<file path="config.mk">
export PLATFORM = sky130hd
export DESIGN_NAME = cts_tx_gate
export DESIGN_NICKNAME = d
export VERILOG_FILES = /design/src/rtl/cts_gate_pkg.sv /design/src/rtl/cts_line_sync.sv /design/src/rtl/cts_permit_ctl.sv /design/src/rtl/cts_event_unit.sv /design/src/rtl/cts_tx_gate.sv
export SDC_FILE = /design/constraint.sdc
export NUM_CORES = 1
export LEC_CHECK = 0
export BUFFER_PORTS_ARGS = -buffer_cell sky130_fd_sc_hd__buf_4
export CAP_MARGIN = 20
export CORE_AREA = 2 2 39 41
export DETAILED_ROUTE_END_ITERATION = 8
export DIE_AREA = 0 0 41 43
export PLACE_DENSITY_LB_ADDON = 0.1
export SLEW_MARGIN = 20
export SYNTH_ARGS = -nofsm -noshare
export SYNTH_HDL_FRONTEND = slang
export SYNTH_SLANG_ARGS = --single-unit
export TNS_END_PERCENT = 50
</file>
<file path="constraint.sdc">
create_clock -name clk -period 1.1 [get_ports clk]
set_input_delay 0.275 -clock clk [delete_from_list [all_inputs] [get_ports clk]]
set_output_delay 0.275 -clock clk [all_outputs]
set_load 0.05 [all_outputs]
</file>
<file path="src/rtl/cts_gate_pkg.sv">
package cts_gate_pkg;
  localparam int unsigned SYNC_DEPTH_DEF = 2;
  typedef enum logic [1:0] {
    GT_HALT = 2'd0,
    GT_OPEN = 2'd1,
    GT_BUSY = 2'd2
  } gate_mode_e;
endpackage

</file>
<file path="src/rtl/cts_line_sync.sv">
module cts_line_sync #(
  parameter int unsigned DEPTH = 2,
  parameter logic        RST_VAL = 1'b1
) (
  input  logic clk,
  input  logic rst_n,
  input  logic din,
  output logic dout
);
  localparam int unsigned LAST = DEPTH - 1;
  logic [LAST:0] stg;

  generate
    for (genvar i = 0; i < DEPTH; i++) begin : g_stage
      if (i == 0) begin : g_first
        always_ff @(posedge clk or negedge rst_n) begin
          if (!rst_n) stg[0] <= RST_VAL;
          else        stg[0] <= din;
        end
      end else begin : g_next
        always_ff @(posedge clk or negedge rst_n) begin
          if (!rst_n) stg[i] <= RST_VAL;
          else        stg[i] <= stg[i-1];
        end
      end
    end
  endgenerate

  assign dout = stg[LAST];
endmodule

</file>
<file path="src/rtl/cts_permit_ctl.sv">
module cts_permit_ctl
  import cts_gate_pkg::*;
(
  input  logic clk,
  input  logic rst_n,
  input  logic auto_en,
  input  logic cts_hi,
  input  logic chr_start,
  input  logic stop_done,
  output logic permit,
  output logic in_flight,
  output gate_mode_e mode
);
  logic allowed;
  logic start_ok;
  logic busy_d;
  logic permit_d;

  assign allowed  = !auto_en || !cts_hi;
  assign start_ok = chr_start && permit;
  assign busy_d   = start_ok || (in_flight && !stop_done);
  assign permit_d = busy_d ? 1'b1 : allowed;

  always_ff @(posedge clk or negedge rst_n) begin
    if (!rst_n) begin
      in_flight <= 1'b0;
      permit    <= 1'b0;
    end else begin
      in_flight <= busy_d;
      permit    <= permit_d;
    end
  end

  always_comb begin
    if (in_flight)   mode = GT_BUSY;
    else if (permit) mode = GT_OPEN;
    else             mode = GT_HALT;
  end
endmodule

</file>
<file path="src/rtl/cts_event_unit.sv">
module cts_event_unit (
  input  logic clk,
  input  logic rst_n,
  input  logic auto_en,
  input  logic cts_hi,
  input  logic ext_func_en,
  input  logic ier_wr,
  input  logic ier_cts_bit,
  input  logic isr_read,
  output logic rise_evt,
  output logic status,
  output logic irq_en,
  output logic irq
);
  logic cts_prev;

  assign rise_evt = auto_en && cts_hi && !cts_prev;

  always_ff @(posedge clk or negedge rst_n) begin
    if (!rst_n) begin
      cts_prev <= 1'b1;
      status   <= 1'b0;
      irq_en   <= 1'b0;
    end else begin
      cts_prev <= cts_hi;
      if (rise_evt)      status <= 1'b1;
      else if (isr_read) status <= 1'b0;
      if (ier_wr && ext_func_en) irq_en <= ier_cts_bit;
    end
  end

  assign irq = status && irq_en;
endmodule

</file>
<file path="src/rtl/cts_tx_gate.sv">
module cts_tx_gate
  import cts_gate_pkg::*;
#(
  parameter int unsigned SYNC_DEPTH = SYNC_DEPTH_DEF
) (
  input  logic clk,
  input  logic rst_n,
  input  logic cts_n,
  input  logic auto_cts_en,
  input  logic ext_func_en,
  input  logic ier_wr,
  input  logic ier_cts_bit,
  input  logic isr_read,
  input  logic chr_start,
  input  logic stop_done,
  output logic tx_permit,
  output logic cts_status,
  output logic cts_irq
);
  logic cts_s;
  logic busy;
  logic irq_en;
  logic cts_rise;
  gate_mode_e gmode;

  cts_line_sync #(.DEPTH(SYNC_DEPTH), .RST_VAL(1'b1)) u_sync (
    .clk(clk), .rst_n(rst_n), .din(cts_n), .dout(cts_s)
  );

  cts_permit_ctl u_gate (
    .clk(clk), .rst_n(rst_n), .auto_en(auto_cts_en), .cts_hi(cts_s),
    .chr_start(chr_start), .stop_done(stop_done),
    .permit(tx_permit), .in_flight(busy), .mode(gmode)
  );

  cts_event_unit u_evt (
    .clk(clk), .rst_n(rst_n), .auto_en(auto_cts_en), .cts_hi(cts_s),
    .ext_func_en(ext_func_en), .ier_wr(ier_wr), .ier_cts_bit(ier_cts_bit),
    .isr_read(isr_read), .rise_evt(cts_rise), .status(cts_status),
    .irq_en(irq_en), .irq(cts_irq)
  );

  logic unused_mode;
  assign unused_mode = ^gmode;
endmodule

</file>
==> summary.txt, run 1 <==
status -> finished, violations left
failing checks -> negative setup slack
drt pass-1 iters -> 1
Fin. Hold Viols -> 0
CTS Buffer Depth -> 2
Clock Skew -> 0.00595 ns
Die ar. -> 1760 um^2
GR Layer Usage met3 -> 0.0942
Total Power -> 0.609 mW
Mapped Area -> 239 um^2
Crit path max-delay family -> flip-flops
Post-CTS Setup Inserts -> 0
H-tree level count -> 1
fin area -> 397 um^2
P_leak -> 0.189 nW
most common cell after layout, fill and taps aside -> buf_4
antenna-violating nets left -> 0
Clock Latency Late Sink -> 0.24 ns
Root Driver -> clkbuf_4
WS Path Type -> register to primary output
Critical Path Max Stage Delay -> 0.41 ns
Rows -> 14
Starting Density -> 0.173
Worst setup SP type -> register
TritonCTS clock tree -> done
setup ws final -> -0.105 ns
Diodes inserted -> 0
achievable frequency -> 830 MHz
Post-Synthesis Net Count -> 27
met1 global-route usage -> 0.0693
Clock Sinks -> 7
Worst Path Arrival -> 0.93 ns
crit path buf inv count -> 1
crit share post-route -> 1.10
GP Congestion -> 0.660
detailed router's first-iteration violation count -> 0
Post-DP Area -> 353 um^2
max-slew violation count -> 0
Vias -> 187
worst vdd ir -> 0.745 mV
via/cell ratio -> 3.74
routing usage on met2 -> 0.0875
Hold Slack -> 0.141 ns
fillers -> 156
gr ovfl total -> 0
Netlist cell types -> 9
commonest non-fill, non-tap cells in the layout -> buf_4, nand2_1, clkbuf_4, dfstp_2, dfrtp_1
biggest area consumer among synthesized cells -> dfrtp_1
Avg WL per Cell -> 9.02 um
Die H -> 43 um
WP data required -> 0.82 ns
Mapped Cells -> 17
Seq/Total Area, Yosys -> 0.749
maxcap violations -> 0
number of port buffers -> 12
Yosys top cell area share -> 0.419
PwrDens -> 1540 nW/um^2
yosys warns -> 0
core area -> 1380 um^2
vias in the first global route -> 195
total track usage -> 0.0739
clock period minus worst slack -> 1.20 ns
Inserted Clock Buffers -> 3
worst-margin pin slew -> 0.153 ns
register bit total from synthesis -> 7
unrepaired setup endpoints after global routing -> yes
clock-pin slew on the worst setup and hold paths -> 0.05 ns
Place WS -> 0.120 ns
ratio of cells with drive above 1 in the final layout -> 0.618
first-pass GRT wire length -> 759 um
GR peak layer -> met3
Ports -> 13
HP Class -> input port to register
slowest cell on the critical path -> dfrtp_2
worst path cell trace -> and2_4 -> buf_6
mean post-synth cell area -> 14.1 um^2
initial antenna violation count -> 0
slew margin rel. -> 0.898
residual DRC count -> 0
CP max FO -> 3
routed wire length -> 451 um
Synth area leaders -> dfrtp_1, dfstp_2, mux2_4
CP Capture Type -> primary output
Inst Count DP -> 45
largest net degree at the start of global routing -> 8
Non-Filler Instances -> 50
Die X -> 41 um
nets@finish -> 45
Final setup viols -> 2
Syn-to-layout area delta -> 66.0%
==> metrics by stage <==
step                      utilization  setup TNS, ns
after floorplan                     -              0
after global placement          0.255              0
after detailed placement        0.255              0
after CTS                       0.284         -0.155
after global routing            0.287         -0.217
final                           0.287         -0.120
==> sequential cells by signal (all words and copies together) (netlist names) <==
signal            cells
u_evt.irq_en          1
u_sync.stg            1
u_evt.status          1
u_gate.in_flight      1
u_sync.dout           1
u_gate.permit         1
u_evt.cts_prev        1
==> kinds of logic (layout without fill, tap and decap cells) <==
family                 Yosys count  after routing  share of synthesized area
DFF                              7              7                      0.749
and+or+nand+nor                  4              4                     0.0733
AOI/OAI and AO/OA                3              3                     0.0838
buffers and inverters            2             19                     0.0314
muxes                            1              1                     0.0628
==> layout make-up <==
class | count | area (um^2) | share of cell area
multi-input combinational | 8 | 55.1 | 0.139
sequential | 7 | 180 | 0.454
clock buffer | 4 | 26.3 | 0.0662
timing repair buffer | 13 | 108 | 0.271
tap | 16 | 20.0 | 0.0505
inverter | 2 | 7.51 | 0.0189
==> power breakdown <==
part	switching (mW)	total, mW	internal [mW]
sequential	0.00996	0.292	0.282
combinational	0.0467	0.0965	0.0498
clock	0.0835	0.221	0.138
==> synth_stat cells, drive strengths merged <==
cell / number
dfrtp: 4
dfstp: 3
o22ai: 1
o21ai: 1
inv: 2
o2111ai: 1
nand2: 3
and2: 1
mux2: 1
==> worst paths after layout <==
check                                    startpoint                       end  slack, ns  cells after the start
setup / recovery           u_evt.status$_DFFE_PN0P_                   cts_irq      -0.10                      2
hold / removal                                cts_n   u_sync.stg[0]$_DFF_PN1_       0.14                      1
setup reg to reg              u_sync.dout$_DFF_PN1_  u_evt.status$_DFFE_PN0P_       0.30                      2
hold reg to reg             u_sync.stg[0]$_DFF_PN1_     u_sync.dout$_DFF_PN1_       0.35                      0
max in group asynchronous                     rst_n   u_sync.stg[0]$_DFF_PN1_       0.51                      2
min in group asynchronous                     rst_n  u_evt.status$_DFFE_PN0P_       0.38                      2
==> per-layer routing <==
| metal | vias to the layer above | wire (um) | share of wire |
|---|---|---|---|
| met5 | - | 0 | 0 |
| met4 | 0 | 7 | 0.016 |
| met3 | 2 | 44 | 0.098 |
| met2 | 7 | 229 | 0.51 |
| met1 | 87 | 170 | 0.38 |
| li1 | 91 | - | - |
==> what timing repair did <==
action | 4_1_cts | 5_1_grt
endpoints found under the hold margin | 4 | 0
hold buffers | 1 | 0
endpoints found under the setup margin | 2 | 3
gates cloned | 0 | 0
resized for setup | 1 | 1
Power figures use the tool's default switching activity.
==> run 2: changes to the inputs <==
==> constraint.sdc (replaced) <==
create_clock -name clk -period 1.17 [get_ports clk]
set_input_delay 0.2925 -clock clk [delete_from_list [all_inputs] [get_ports clk]]
set_output_delay 0.2925 -clock clk [all_outputs]
set_load 0.05 [all_outputs]
==> run 2 against run 1 <==
  * Non-clock buffer count is 2 higher
  * Total power is 3.6% lower
  * Clock power is 5% lower
  * Sequential power is 7% lower
  * Critical path type unchanged
  * Wire length is 1.8% lower
  * Clock-buffer cell count stayed put
  * Register-to-register slack hardly changed
  * Largest cell class unchanged
  * Critical endpoint unchanged
  * Sequential share of layout area is 2.1 points lower
  * Worst setup slack better by 0.060 ns
  * Largest power group unchanged
  * Die area stayed put
  * The run still ends with negative setup slack left
  * Flip-flop and latch count stayed put
==> summary.txt, run 2 (synthesis results as in run 1) <==
status -> finished, violations left
failing checks -> negative setup slack
antenna-violating nets left -> 0 (unchanged)
Final setup viols -> 2 (unchanged)
Avg WL per Cell -> 8.52 um (-5.6%)
P_leak -> 0.199 nW (+5.5%)
residual DRC count -> 0 (unchanged)
crit path buf inv count -> 1 (unchanged)
Vias -> 199 (+6.4%)
Hold Crit Depth -> 1 (unchanged)
Reg2Reg Depth -> 2 (unchanged)
CP Capture Type -> primary output
HP Start -> cts_n
Psw -> 0.134 mW (-4.1%)
Total Power -> 0.588 mW (-3.6%)
Critical Path Max Stage Delay -> 0.40 ns (about the same)
setup ws final -> -0.0446 ns (+0.0604 ns)
Clock Power Share -> 0.355 (-0.008)
ratio of cells with drive above 1 in the final layout -> 0.639 (+0.0212)
CP max FO -> 2 (-1)
PwrDens -> 1410 nW/um^2 (-7.9%)
Root Driver -> clkbuf_4
Reg2Reg Capture Point -> u_evt.irq_en$_DFFE_PN0P_
worst path cell trace -> and2_4 -> buf_8
Inserted Clock Buffers -> 3 (unchanged)
Die H -> 43 um (unchanged)
Syn-to-layout area delta -> 73.8%
clock-pin slew on the worst setup and hold paths -> 0.05 ns (about the same)
worst vdd ir -> 0.642 mV (-14%)
worst-margin pin slew -> 0.154 ns (+0.000440 ns)
WS Path Type -> register to primary output
via/cell ratio -> 3.83 (+2.3%)
Fin. Hold Viols -> 0 (unchanged)
commonest non-fill, non-tap cells in the layout -> buf_4, nand2_1, clkbuf_4, dfstp_2, dfrtp_1
Clock Sinks -> 7 (unchanged)
WP data required -> 0.88 ns (+0.06 ns)
HP Class -> input port to register
WHS Endpoint -> u_sync.stg[0]$_DFF_PN1_
Comb power frac -> 0.181 (+0.023)
core area -> 1380 um^2 (unchanged)
Clock Latency Late Sink -> 0.24 ns (about the same)
most common cell after layout, fill and taps aside -> buf_4
Starting Density -> 0.173 (unchanged)
vias in the first global route -> 189 (-3.1%)
CTS Buffer Depth -> 2 (unchanged)
largest net degree at the start of global routing -> 8 (unchanged)
Die ar. -> 1760 um^2 (unchanged)
achievable frequency -> 823 MHz
Worst setup SP type -> register
Rows -> 14 (unchanged)
Crit path max-delay family -> flip-flops
unrepaired setup endpoints after global routing -> yes
maxcap violations -> 0 (unchanged)
slowest cell on the critical path -> dfrtp_2
nets@finish -> 47 (+4.4%)
crit share post-route -> 1.04
Seq pwr share -> 0.464 (-0.015)
detailed router's first-iteration violation count -> 0 (unchanged)
Die X -> 41 um (unchanged)
routed wire length -> 443 um (-1.8%)
internal power -> 0.453 mW (-3.4%)
H-tree level count -> 1 (unchanged)
total track usage -> 0.0721 (-0.00181)
number of port buffers -> 12 (unchanged)
Clock Skew -> 0.00615 ns (+0.000204 ns)
R2R setup slack -> 0.31 ns (about the same)
Hold Slack -> 0.159 ns (+0.0179 ns)
gr ovfl total -> 0 (unchanged)
Diodes inserted -> 0 (unchanged)
first-pass GRT wire length -> 779 um (+2.6%)
slew margin rel. -> 0.897 (about the same)
Switching Fraction -> 0.229 (-0.00120)
Ports -> 13 (unchanged)
max-slew violation count -> 0 (unchanged)
r2r startpoint -> u_evt.irq_en$_DFFE_PN0P_
initial antenna violation count -> 0 (unchanged)
Worst Path Arrival -> 0.92 ns (about the same)
clock period minus worst slack -> 1.21 ns
GP Congestion -> 0.662 (+0.23%)
drt pass-1 iters -> 1 (unchanged)
TritonCTS clock tree -> done
==> run 2: cell count changes in the layout (fill, tap and decap cells not counted) <==
cell and delta:
buf_4 +2, buf_6 -1, buf_8 +1
==> run 2: power groups by stage <==
stage                     Combinational (mW)  Sequential, mW  Clock, mW
after floorplan                       0.0287           0.289          0
after global placement                0.0842           0.276          0
after detailed placement              0.0848           0.277          0
after CTS                              0.101           0.273      0.222
after global routing                   0.114           0.275      0.241
final                                  0.106           0.273      0.209
==> run 2: timing repair <==
| action | in CTS | in global routing |
|---|---|---|
| setup endpoints to repair | 1 | 2 |
| hold buffers | 1 | 0 |
| hold endpoints to repair | 4 | 0 |
| buffers inserted | 1 | 1 |
| resized for setup | 4 | 0 |
==> run 2: metal layers <==
metal	vias up	global-route usage	routed length [um]
li1	95	-	-
met1	95	0.0767	181
met2	7	0.0844	211
met3	2	0.0785	43
met4	0	0.0400	7
met5	-	0	0
==> run 2: layout make-up <==
type                            count  area, um^2
Multi-Input combinational cell      8        55.1
Tap cell                           16        20.0
Clock buffer                        4        26.3
Inverter                            2        7.51
Fill cell                         148         968
Sequential cell                     7         180
Timing Repair Buffer               15         126
==> run 2: metrics by stage <==
stage               area (um^2)  setup TNS [ns]  instances   util  worst slack (ns)
floorplan                   241               0         17      -            0.0150
global placement            352               0         45  0.254             0.151
detailed placement          352               0         45  0.254             0.135
CTS                         408          -0.123         51  0.295           -0.0628
global route                415          -0.171         52  0.300           -0.0857
finish                      415         -0.0875         52  0.300           -0.0446
==> run 2: how the worst max path moves through the flow <==
stage	endpoint	slack [ns]	from	cells after the start
2_1_floorplan	cts_irq	0.01	u_evt.status$_DFFE_PN0P_	1
3_3_place_gp	cts_irq	0.15	u_evt.status$_DFFE_PN0P_	2
3_5_place_dp	cts_irq	0.13	u_evt.status$_DFFE_PN0P_	2
4_1_cts	cts_irq	-0.06	u_evt.status$_DFFE_PN0P_	2
5_1_grt	cts_irq	-0.09	u_evt.status$_DFFE_PN0P_	2
6_report	cts_irq	-0.04	u_evt.status$_DFFE_PN0P_	2
==> run 2: worst register-to-register path, delay by kind of cell (launching register included) <==
family / cells / cell delay (ns)
buffers and inverters: 1 / 0.13
flip-flops: 1 / 0.37
multiplexers: 1 / 0.25
